File: src/rtl/bwin_pkg.sv
package bwin_pkg;

   typedef enum logic [1:0] {
      ST_IDLE = 2'd0,
      ST_ARM  = 2'd1,
      ST_ACT  = 2'd2,
      ST_DONE = 2'd3
   } bwin_state_e;

endpackage

File: src/rtl/bwin_sync.sv
module bwin_sync #(
   parameter int unsigned STAGES = 2
) (
   input  logic clk,
   input  logic rst_n,
   input  logic din,
   output logic fall
);

   logic [STAGES-1:0] sr_q;
   logic              last_q;

   always_ff @(posedge clk or negedge rst_n) begin
      if (!rst_n) begin
         sr_q   <= '0;
         last_q <= 1'b0;
      end else begin
         sr_q   <= {sr_q[STAGES-2:0], din};
         last_q <= sr_q[STAGES-1];
      end
   end

   assign fall = last_q & ~sr_q[STAGES-1];

endmodule

File: src/rtl/bwin_alatch.sv
module bwin_alatch #(
   parameter int unsigned ADDR_W   = 20,
   parameter int unsigned LO_W     = 8,
   parameter int unsigned WIN_BITS = 16,
   parameter logic [ADDR_W-WIN_BITS-1:0] WIN_TAG = 4'hE
) (
   input  logic                   clk,
   input  logic                   rst_n,
   input  logic                   strobe,
   input  logic                   hold,
   input  logic [LO_W-1:0]        ad_lo,
   input  logic [ADDR_W-LO_W-1:0] addr_hi,
   output logic                   dec_stb,
   output logic                   dec_hit
);

   localparam int unsigned HI_W = ADDR_W - LO_W;

   logic            strobe_q;
   logic [LO_W-1:0] lo_q;

   always_ff @(posedge clk or negedge rst_n) begin
      if (!rst_n) begin
         strobe_q <= 1'b0;
         lo_q     <= '0;
      end else if (hold) begin
         strobe_q <= 1'b0;
      end else begin
         strobe_q <= strobe;
         if (strobe) lo_q <= ad_lo;
      end
   end

   assign dec_stb = strobe_q & ~strobe & ~hold;

   generate
      if (WIN_BITS >= LO_W) begin : g_hi_only
         assign dec_hit = (addr_hi[HI_W-1:WIN_BITS-LO_W] == WIN_TAG);
      end else begin : g_full
         logic [ADDR_W-1:0] full_addr;
         assign full_addr = {addr_hi, lo_q};
         assign dec_hit   = (full_addr[ADDR_W-1:WIN_BITS] == WIN_TAG);
      end
   endgenerate


   lo_frozen_chk: assert property (@(posedge clk) disable iff (!rst_n)
      $past(!strobe || hold) |-> $stable(lo_q));

endmodule

File: src/rtl/bwin_seq.sv
module bwin_seq
   import bwin_pkg::*;
(
   input  logic clk,
   input  logic rst_n,
   input  logic dec_stb,
   input  logic dec_hit,
   input  logic hold,
   input  logic pfall,
   output logic cs_en,
   output logic ext_io,
   output logic xack_n
);

   bwin_state_e st_q;

   always_ff @(posedge clk or negedge rst_n) begin
      if (!rst_n) begin
         st_q <= ST_IDLE;
      end else if (hold) begin
         st_q <= ST_IDLE;
      end else begin
         unique case (st_q)
            ST_IDLE: if (dec_stb && dec_hit) st_q <= ST_ARM;
            ST_ARM:  if (pfall) st_q <= ST_ACT;
            ST_ACT:  if (pfall) st_q <= ST_DONE;
            ST_DONE: st_q <= ST_IDLE;
            default: st_q <= ST_IDLE;
         endcase
      end
   end

   assign cs_en  = (st_q == ST_ACT);
   assign ext_io = (st_q != ST_IDLE);
   assign xack_n = !((st_q == ST_ARM) || (st_q == ST_ACT));


   cs_start_chk: assert property (@(posedge clk) disable iff (!rst_n)
      $rose(cs_en) |-> $past(pfall));


   cs_end_chk: assert property (@(posedge clk) disable iff (!rst_n)
      $fell(cs_en) |-> ($past(pfall) || $past(hold)));


   cs_waits_chk: assert property (@(posedge clk) disable iff (!rst_n)
      cs_en |-> !xack_n);


   cs_bufoff_chk: assert property (@(posedge clk) disable iff (!rst_n)
      cs_en |-> ext_io);


   release_chk: assert property (@(posedge clk) disable iff (!rst_n)
      $rose(xack_n) |-> (ext_io || $past(hold)));


   wait_cause_chk: assert property (@(posedge clk) disable iff (!rst_n)
      $fell(xack_n) |-> $past(dec_stb && dec_hit));


   hold_idle_chk: assert property (@(posedge clk) disable iff (!rst_n)
      hold |=> (!cs_en && xack_n && !ext_io));

endmodule

File: src/rtl/bwin_csgen.sv
module bwin_csgen #(
   parameter int unsigned ADDR_W      = 20,
   parameter int unsigned LO_W        = 8,
   parameter int unsigned WIN_BITS    = 16,
   parameter logic [ADDR_W-WIN_BITS-1:0] WIN_TAG = 4'hE,
   parameter int unsigned SYNC_STAGES = 2
) (
   input  logic                   clk,
   input  logic                   rst_n,
   input  logic [LO_W-1:0]        bus_ad_lo,
   input  logic [ADDR_W-LO_W-1:0] bus_a_hi,
   input  logic                   bus_alat,
   input  logic                   hold_ack,
   input  logic                   pclk_in,
   output logic                   cs_en,
   output logic                   ext_io,
   output logic                   xack_n
);

   generate
      if (SYNC_STAGES < 2) begin : g_bad_sync
         $error("bwin_csgen: SYNC_STAGES must be at least 2");
      end
      if (LO_W < 1 || LO_W >= ADDR_W) begin : g_bad_lo
         $error("bwin_csgen: LO_W must lie in 1..ADDR_W-1");
      end
      if (WIN_BITS < 1 || WIN_BITS >= ADDR_W) begin : g_bad_win
         $error("bwin_csgen: WIN_BITS must lie in 1..ADDR_W-1");
      end
   endgenerate

   logic dec_stb;
   logic dec_hit;
   logic pfall;

   bwin_sync #(
      .STAGES (SYNC_STAGES)
   ) i_sync (
      .clk   (clk),
      .rst_n (rst_n),
      .din   (pclk_in),
      .fall  (pfall)
   );

   bwin_alatch #(
      .ADDR_W   (ADDR_W),
      .LO_W     (LO_W),
      .WIN_BITS (WIN_BITS),
      .WIN_TAG  (WIN_TAG)
   ) i_alatch (
      .clk     (clk),
      .rst_n   (rst_n),
      .strobe  (bus_alat),
      .hold    (hold_ack),
      .ad_lo   (bus_ad_lo),
      .addr_hi (bus_a_hi),
      .dec_stb (dec_stb),
      .dec_hit (dec_hit)
   );

   bwin_seq i_seq (
      .clk     (clk),
      .rst_n   (rst_n),
      .dec_stb (dec_stb),
      .dec_hit (dec_hit),
      .hold    (hold_ack),
      .pfall   (pfall),
      .cs_en   (cs_en),
      .ext_io  (ext_io),
      .xack_n  (xack_n)
   );

endmodule

File: config.mk
export PLATFORM = sky130hd
export DESIGN_NAME = bwin_csgen
export DESIGN_NICKNAME = d
export VERILOG_FILES = /design/src/rtl/bwin_pkg.sv /design/src/rtl/bwin_sync.sv /design/src/rtl/bwin_alatch.sv /design/src/rtl/bwin_seq.sv /design/src/rtl/bwin_csgen.sv
export SDC_FILE = /design/constraint.sdc
export NUM_CORES = 1
export LEC_CHECK = 0
export ABC_AREA = 1
export CAP_MARGIN = 0
export CORE_AREA = 2 2 39 41
export DETAILED_ROUTE_END_ITERATION = 6
export DIE_AREA = 0 0 41 43
export PLACE_DENSITY_LB_ADDON = 0.3
export SETUP_SLACK_MARGIN = 0.05
export SYNTH_ARGS = -nofsm -noshare
export SYNTH_HDL_FRONTEND = slang
export SYNTH_HIERARCHICAL = 1
export SYNTH_SLANG_ARGS = --single-unit
File: constraint.sdc
create_clock -name clk -period 1.3 [get_ports clk]
set_input_delay 0.26 -clock clk [delete_from_list [all_inputs] [get_ports clk]]
set_output_delay 0.26 -clock clk [all_outputs]
set_load 0.02 [all_outputs]
==> Yosys cells after proc, flatten, opt, wreduce, memory -nomap -nowiden <==
Cells that the tools add are included.
{ "word_totals": {"reg_bits": 6, "inputBits": 25, "output_inout_bits": 3, "elab_cells": 29} }
{ "op_classes": {"n_eq_ne": 7, "n_mux": 6, "bitwise": 6, "reduce_logical": 6} }
{ "ops": {"columns": ["cell", "count"], "rows": [
  ["$ne 3x2->1 const B", 3],
  ["$mux 2", 4],
  ["$pmux 2 s4", 1],
  ["$eq 2x2->1 const B", 2],
  ["$eq 4x4->1 const B", 1],
  ["$and 1x1->1", 3],
  ["$not 1->1", 3],
  ["$reduce_and 3->1", 1],
  ["$eq 2x1->1 const B", 1],
  ["$logic_not 2->1", 1],
  ["$reduce_bool 2->1", 1],
  ["$logic_and 1x1->1", 1],
  ["$logic_not 1->1", 1],
  ["$logic_or 1x1->1", 1],
  ["$mux 1", 1]
]} }

==> Depth between registers and ports, before layout <==
{ "logic_depth": {"ltp_word": 7, "depth_mapped": 8, "mapped_depth_nobuf": 8} }

==> Hierarchy <==
The synthesis kept the hierarchy.
{ "by_module_without_submodules": {"columns": ["mod", "n_inst", "cells_per_inst", "area_per_inst_um2", "seq_area_each_um2"], "rows": [
  ["bwin_seq", 1, 25, 176.4, 50.0],
  ["bwin_sync", 1, 5, 85.1, 75.1],
  ["bwin_alatch", 1, 9, 60.1, 25.0]
]} }

==> Worst setup path before layout <==
Ideal clock, no wire load.
{ "synth_timing": {"kind": "reg-to-reg", "start": "reg i_seq.st_q[0]", "end": "reg i_seq.st_q[0]", "setup_time_ns": 0.118, "arrival_ns": 1.040, "required_ns": 1.182, "path_slack_ns": 0.142, "path_stages_with_launch": 6, "n_path_buf": 0, "period_less_slack_ns": 1.158, "cell_sequence": "dfrtp_1 > inv_1 > ha_1 > nand3_1 > nand4_1 > nand2_1"} }
{ "synth_between": {"elab_chain_cells": 3, "word_cells_on_any_way": 10, "classes_between": "eq/ne: 6; mux: 2; reduce/logical: 2"} }
{ "synth_lines": {"columns": ["item", "line_no", "text"], "rows": [
  ["from (decl)", "bwin_seq.sv:15", "bwin_state_e st_q;"],
  ["from (signal assigned)", "bwin_seq.sv:19", "st_q <= ST_IDLE;"],
  ["from (signal assigned)", "bwin_seq.sv:21", "st_q <= ST_IDLE;"],
  ["from (signal assigned)", "bwin_seq.sv:24", "ST_IDLE: if (dec_stb && dec_hit) st_q <= ST_ARM;"],
  ["$eq 2x2->1 (*)", null, null],
  ["via cs_en", "bwin_csgen.sv:15", "output logic cs_en,"],
  ["$pmux 2 s4 / $ne 3x2->1 (equally long branches)", null, null],
  ["$mux 2 / $reduce_and 3->1 (equally long branches)", null, null]
]} }
The timed path passes the listed nets; every way through them passes the cells marked *.
A chain may end at the register's enable or synchronous reset.

==> Final worst setup path <==
{ "layout_timing": {"start": "reg i_seq.st_q[0]", "end": "out xack_n"} }
{ "layout_between": {"elab_chain_cells": 3, "word_cells_on_any_way": 4, "classes_between": "eq/ne: 2; reduce/logical: 2"} }
{ "layout_lines": {"columns": ["item", "line_no", "text"], "rows": [
  ["$eq 2x1->1 / $eq 2x2->1 (equally long branches)", "bwin_seq.sv:35", "assign xack_n = !((st_q == ST_ARM) || (st_q == ST_ACT));"],
  ["$logic_or 1x1->1 (*)", "bwin_seq.sv:35", null],
  ["$logic_not 1->1 (*)", "bwin_seq.sv:35", null],
  ["to (decl)", "bwin_csgen.sv:17", "output logic xack_n"]
]} }
Mark *: on every way between the ends. The rest lies on a longest branch, timed or not.

==> reports/metrics.cfg <==
[outcome]
run_status=finished, violations left
violated_checks=negative setup slack

[power]
irDropWorstVdd_uv=1270
pwr-share-comb_pct=69.2
power.net_switching_w=0.000513
p_clk_share_pct=12.3
power_leakage_nw=0.312
cellPowerDensity_mw_per_mm2=2090
total_power_w=0.00133
sequentialPowerShare_pct=18.5
switching_share_pct=38.7
internal_power_w=0.000813

[synth]
synth_area_leader_cell=sky130_fd_sc_hd__dfrtp_1
synth_top_flop_cell=sky130_fd_sc_hd__dfrtp_1
synth-edff-count=0
synth-xor-area-share_pct=0
ys_top_cells_by_area=sky130_fd_sc_hd__dfrtp_1, sky130_fd_sc_hd__ha_1, sky130_fd_sc_hd__nand2_1, sky130_fd_sc_hd__inv_1, sky130_fd_sc_hd__nor2_1
syn-instance-count=39
synth_warnings=6
combinational_family_with_the_most_area_after_synthesis=simple AND/OR/NAND/NOR gates
synthMostInstantiatedCell=sky130_fd_sc_hd__nand2_1
post_synth_mux_area_share_pct=0
synth_area_per_cell_um2=8.25
synth.distinct_cells=11
synth_seq_area_share_pct=46.7
ys_ff_latch=6
post_synth_top_cells=sky130_fd_sc_hd__nand2_1, sky130_fd_sc_hd__inv_1, sky130_fd_sc_hd__dfrtp_1
synth_fp_nets=67
synth_top_area_share_pct=46.7
share_of_the_synthesized_area_in_compound_gates_ao_oa_aoi_oai_pct=0
post_synth_fa_ha_maj_area_fraction_pct=11.7
syn_area_um2=322
async_flop_share_pct=100
synth-simple-area-share_pct=31.1

[sta]
timing.final.max_slew_violations=0
timing.fmax_mhz=748
layout_setup_ws_ns=-0.0367
worst_clock_skew_ns=0.00193
setup-violations-final=2
final-hold-violation-count=0
max_slew.worst_pin.slew_ns=0.269
rsz0062_at_grt=yes
slew_headroom_pct=82.0
post-route-min-period_ns=1.34
crit_share_post_route_pct=103
fin_tns_setup_ns=-0.0535
finalHoldWorstSlack_ns=0.263

[grt]
grt_antenna_before_repair=0
grt_start_max_net_pins=7
grt_overflow=0
groute.usage.overall_pct=10.0
via_count_of_the_first_global_routing_pass=329
global_route_wire_length_before_repair_mm=1.12

[clock_tree]
post_cts_hold_buffer_count=0
cts_inserted_buffers=3
cts_root_buffer=sky130_fd_sc_hd__clkbuf_4
clk-insertion-delay-late_ns=0.24
path_clk_slew_ns=0.04
clock-sinks=6
cts-root-to-sink-buffers=2
htreeDepth=1
tritoncts=done

[critical_path]
critPathMaxFanout=2
end_kind=output port
criticalPathCategory=flip-flop to output port
worstPathArrival_ns=1.08
crit_buf_inv=3
worstSetupStartpointType=flip-flop
worst_path_cell_trace=inv_2 > ha_4 > inv_4 > buf_6
cp_slowest_stage_delay_ns=0.36
critical-path-top-delay-family=flip-flops
cp.required_ns=1.04
crit_path_top_delay_cell=sky130_fd_sc_hd__dfrtp_1

[drt]
route.vias.total=329
postRouteAntennaNets=0
avgRoutedWirePerCell_um=9.57
post-route-drc-count=0
drt-vias-per-instance=4.16
detail_route.first_pass.iterations=2
drt_initial_violations=3
postRouteWirelength_um=756

[die]
core.rowCount=14
design.portCount=28
chipWidth_um=41
die-area_mm2=0.00176
die-height_um=43
core_area_mm2=0.00138
start_util_pct=23.2

[final_layout]
num_antenna_cells=0
nets=93
flow.area_growth_from_synthesis_pct=97.7
fill_cells=136
post_route_cells_drive_above_1_share_pct=57.1
finished_layout_cell_area_um2=636

[placed_design]
buffer_ports.inserted=11
dp_hpwl_um=546
place.gp.congestion=0.694
dpl-instance-area_um2=519
post-place-ws_ns=-0.310

[worst_hold_path]
worst_hold_path_type=primary input to async pin

[job]
maxCapViolCount=0

==> metrics by stage <==
step / util [%] / std cells
floorplan: - / 39
global placement: 37.5 / 75
detailed placement: 37.5 / 75
CTS: 43.0 / 80
global route: 45.9 / 79
finish: 45.9 / 79
==> repair_timing <==
item	CTS	global route
buffers inserted	2	0
hold endpoints to repair	0	0
pin swaps	4	5
resized for setup	28	11
setup endpoints to repair	5	5
==> cell families after synthesis <==
group | count (synthesis)
DFF | 6
buffers and inverters | 9
and+or+nand+nor | 21
adders and majority gates | 3
==> cell type report <==
cell class	count	area [um^2]	share of cell area (%)
multi-input combinational	24	215	33.9
timing repair buffer	21	191	30.1
sequential	6	150	23.6
inverter	9	36.3	5.71
clock buffer	3	22.5	3.54
tap	16	20.0	3.15
==> worst reg2reg max path: cells and delay by family (launching register included) <==
family                   cells  cell delay [ns]
adder cells (fa/ha/maj)      1             0.15
buffers and inverters        3             0.33
AND/OR/NAND/NOR              4             0.30
flip-flops                   1             0.36
==> sequential cells by signal, indices dropped and copies added, names as in the netlist <==
register           flops
i_sync/sr_q            2
i_sync/last_q          1
i_alatch/strobe_q      1
i_seq/st_q             2
==> worst paths after layout <==
check	start	to	slack [ns]	depth (start not counted)
worst max-delay path	i_seq/st_q[0]	xack_n	-0.04	4
worst min-delay path	rst_n	i_sync/sr_q[1]	0.26	1
worst max register to register	i_seq/st_q[0]	i_seq/st_q[0]	0.05	8
worst min register to register	i_sync/sr_q[0]	i_sync/sr_q[1]	0.35	0
max in group asynchronous	rst_n	i_seq/st_q[0]	0.83	1
min in group clk	hold_ack	i_alatch/strobe_q	0.34	2
==> power groups by stage <==
stage               combinational, W  clock [W]  sequential (W)
floorplan                   0.000263          0        0.000248
global placement            0.000628          0        0.000239
detailed placement          0.000635          0        0.000244
CTS                         0.000819   0.000175        0.000245
global route                0.000977   0.000186        0.000248
finish                      0.000917   0.000163        0.000245
==> metal layers <==
layer / routed length (um) / track usage, % / vias to the layer above / share of wire (%)
met5: 0 / 0 / - / 0
met4: 14 / 9.33 / 0 / 1.9
met3: 38 / 4.71 / 2 / 5.0
met2: 437 / 15.6 / 10 / 58
met1: 264 / 8.52 / 151 / 35
li1: - / - / 166 / -
==> layout by cell type (no fill, tap or decap) <==
cell,count
sky130_fd_sc_hd__nand3_4,2
sky130_fd_sc_hd__nand3_1,1
sky130_fd_sc_hd__inv_1,3
sky130_fd_sc_hd__nand2_2,5
sky130_fd_sc_hd__nand2_1,3
sky130_fd_sc_hd__ha_4,3
sky130_fd_sc_hd__inv_2,5
sky130_fd_sc_hd__nand2_4,1
sky130_fd_sc_hd__buf_6,3
sky130_fd_sc_hd__clkdlybuf4s50_1,7
sky130_fd_sc_hd__nand4_1,2
sky130_fd_sc_hd__inv_4,1
sky130_fd_sc_hd__nor2_2,3
sky130_fd_sc_hd__clkbuf_4,3
sky130_fd_sc_hd__dlymetal6s2s_1,1
sky130_fd_sc_hd__buf_4,10
sky130_fd_sc_hd__nor2_1,4
sky130_fd_sc_hd__dfrtp_1,6
Note: power is estimated with default switching activity, not from simulation.
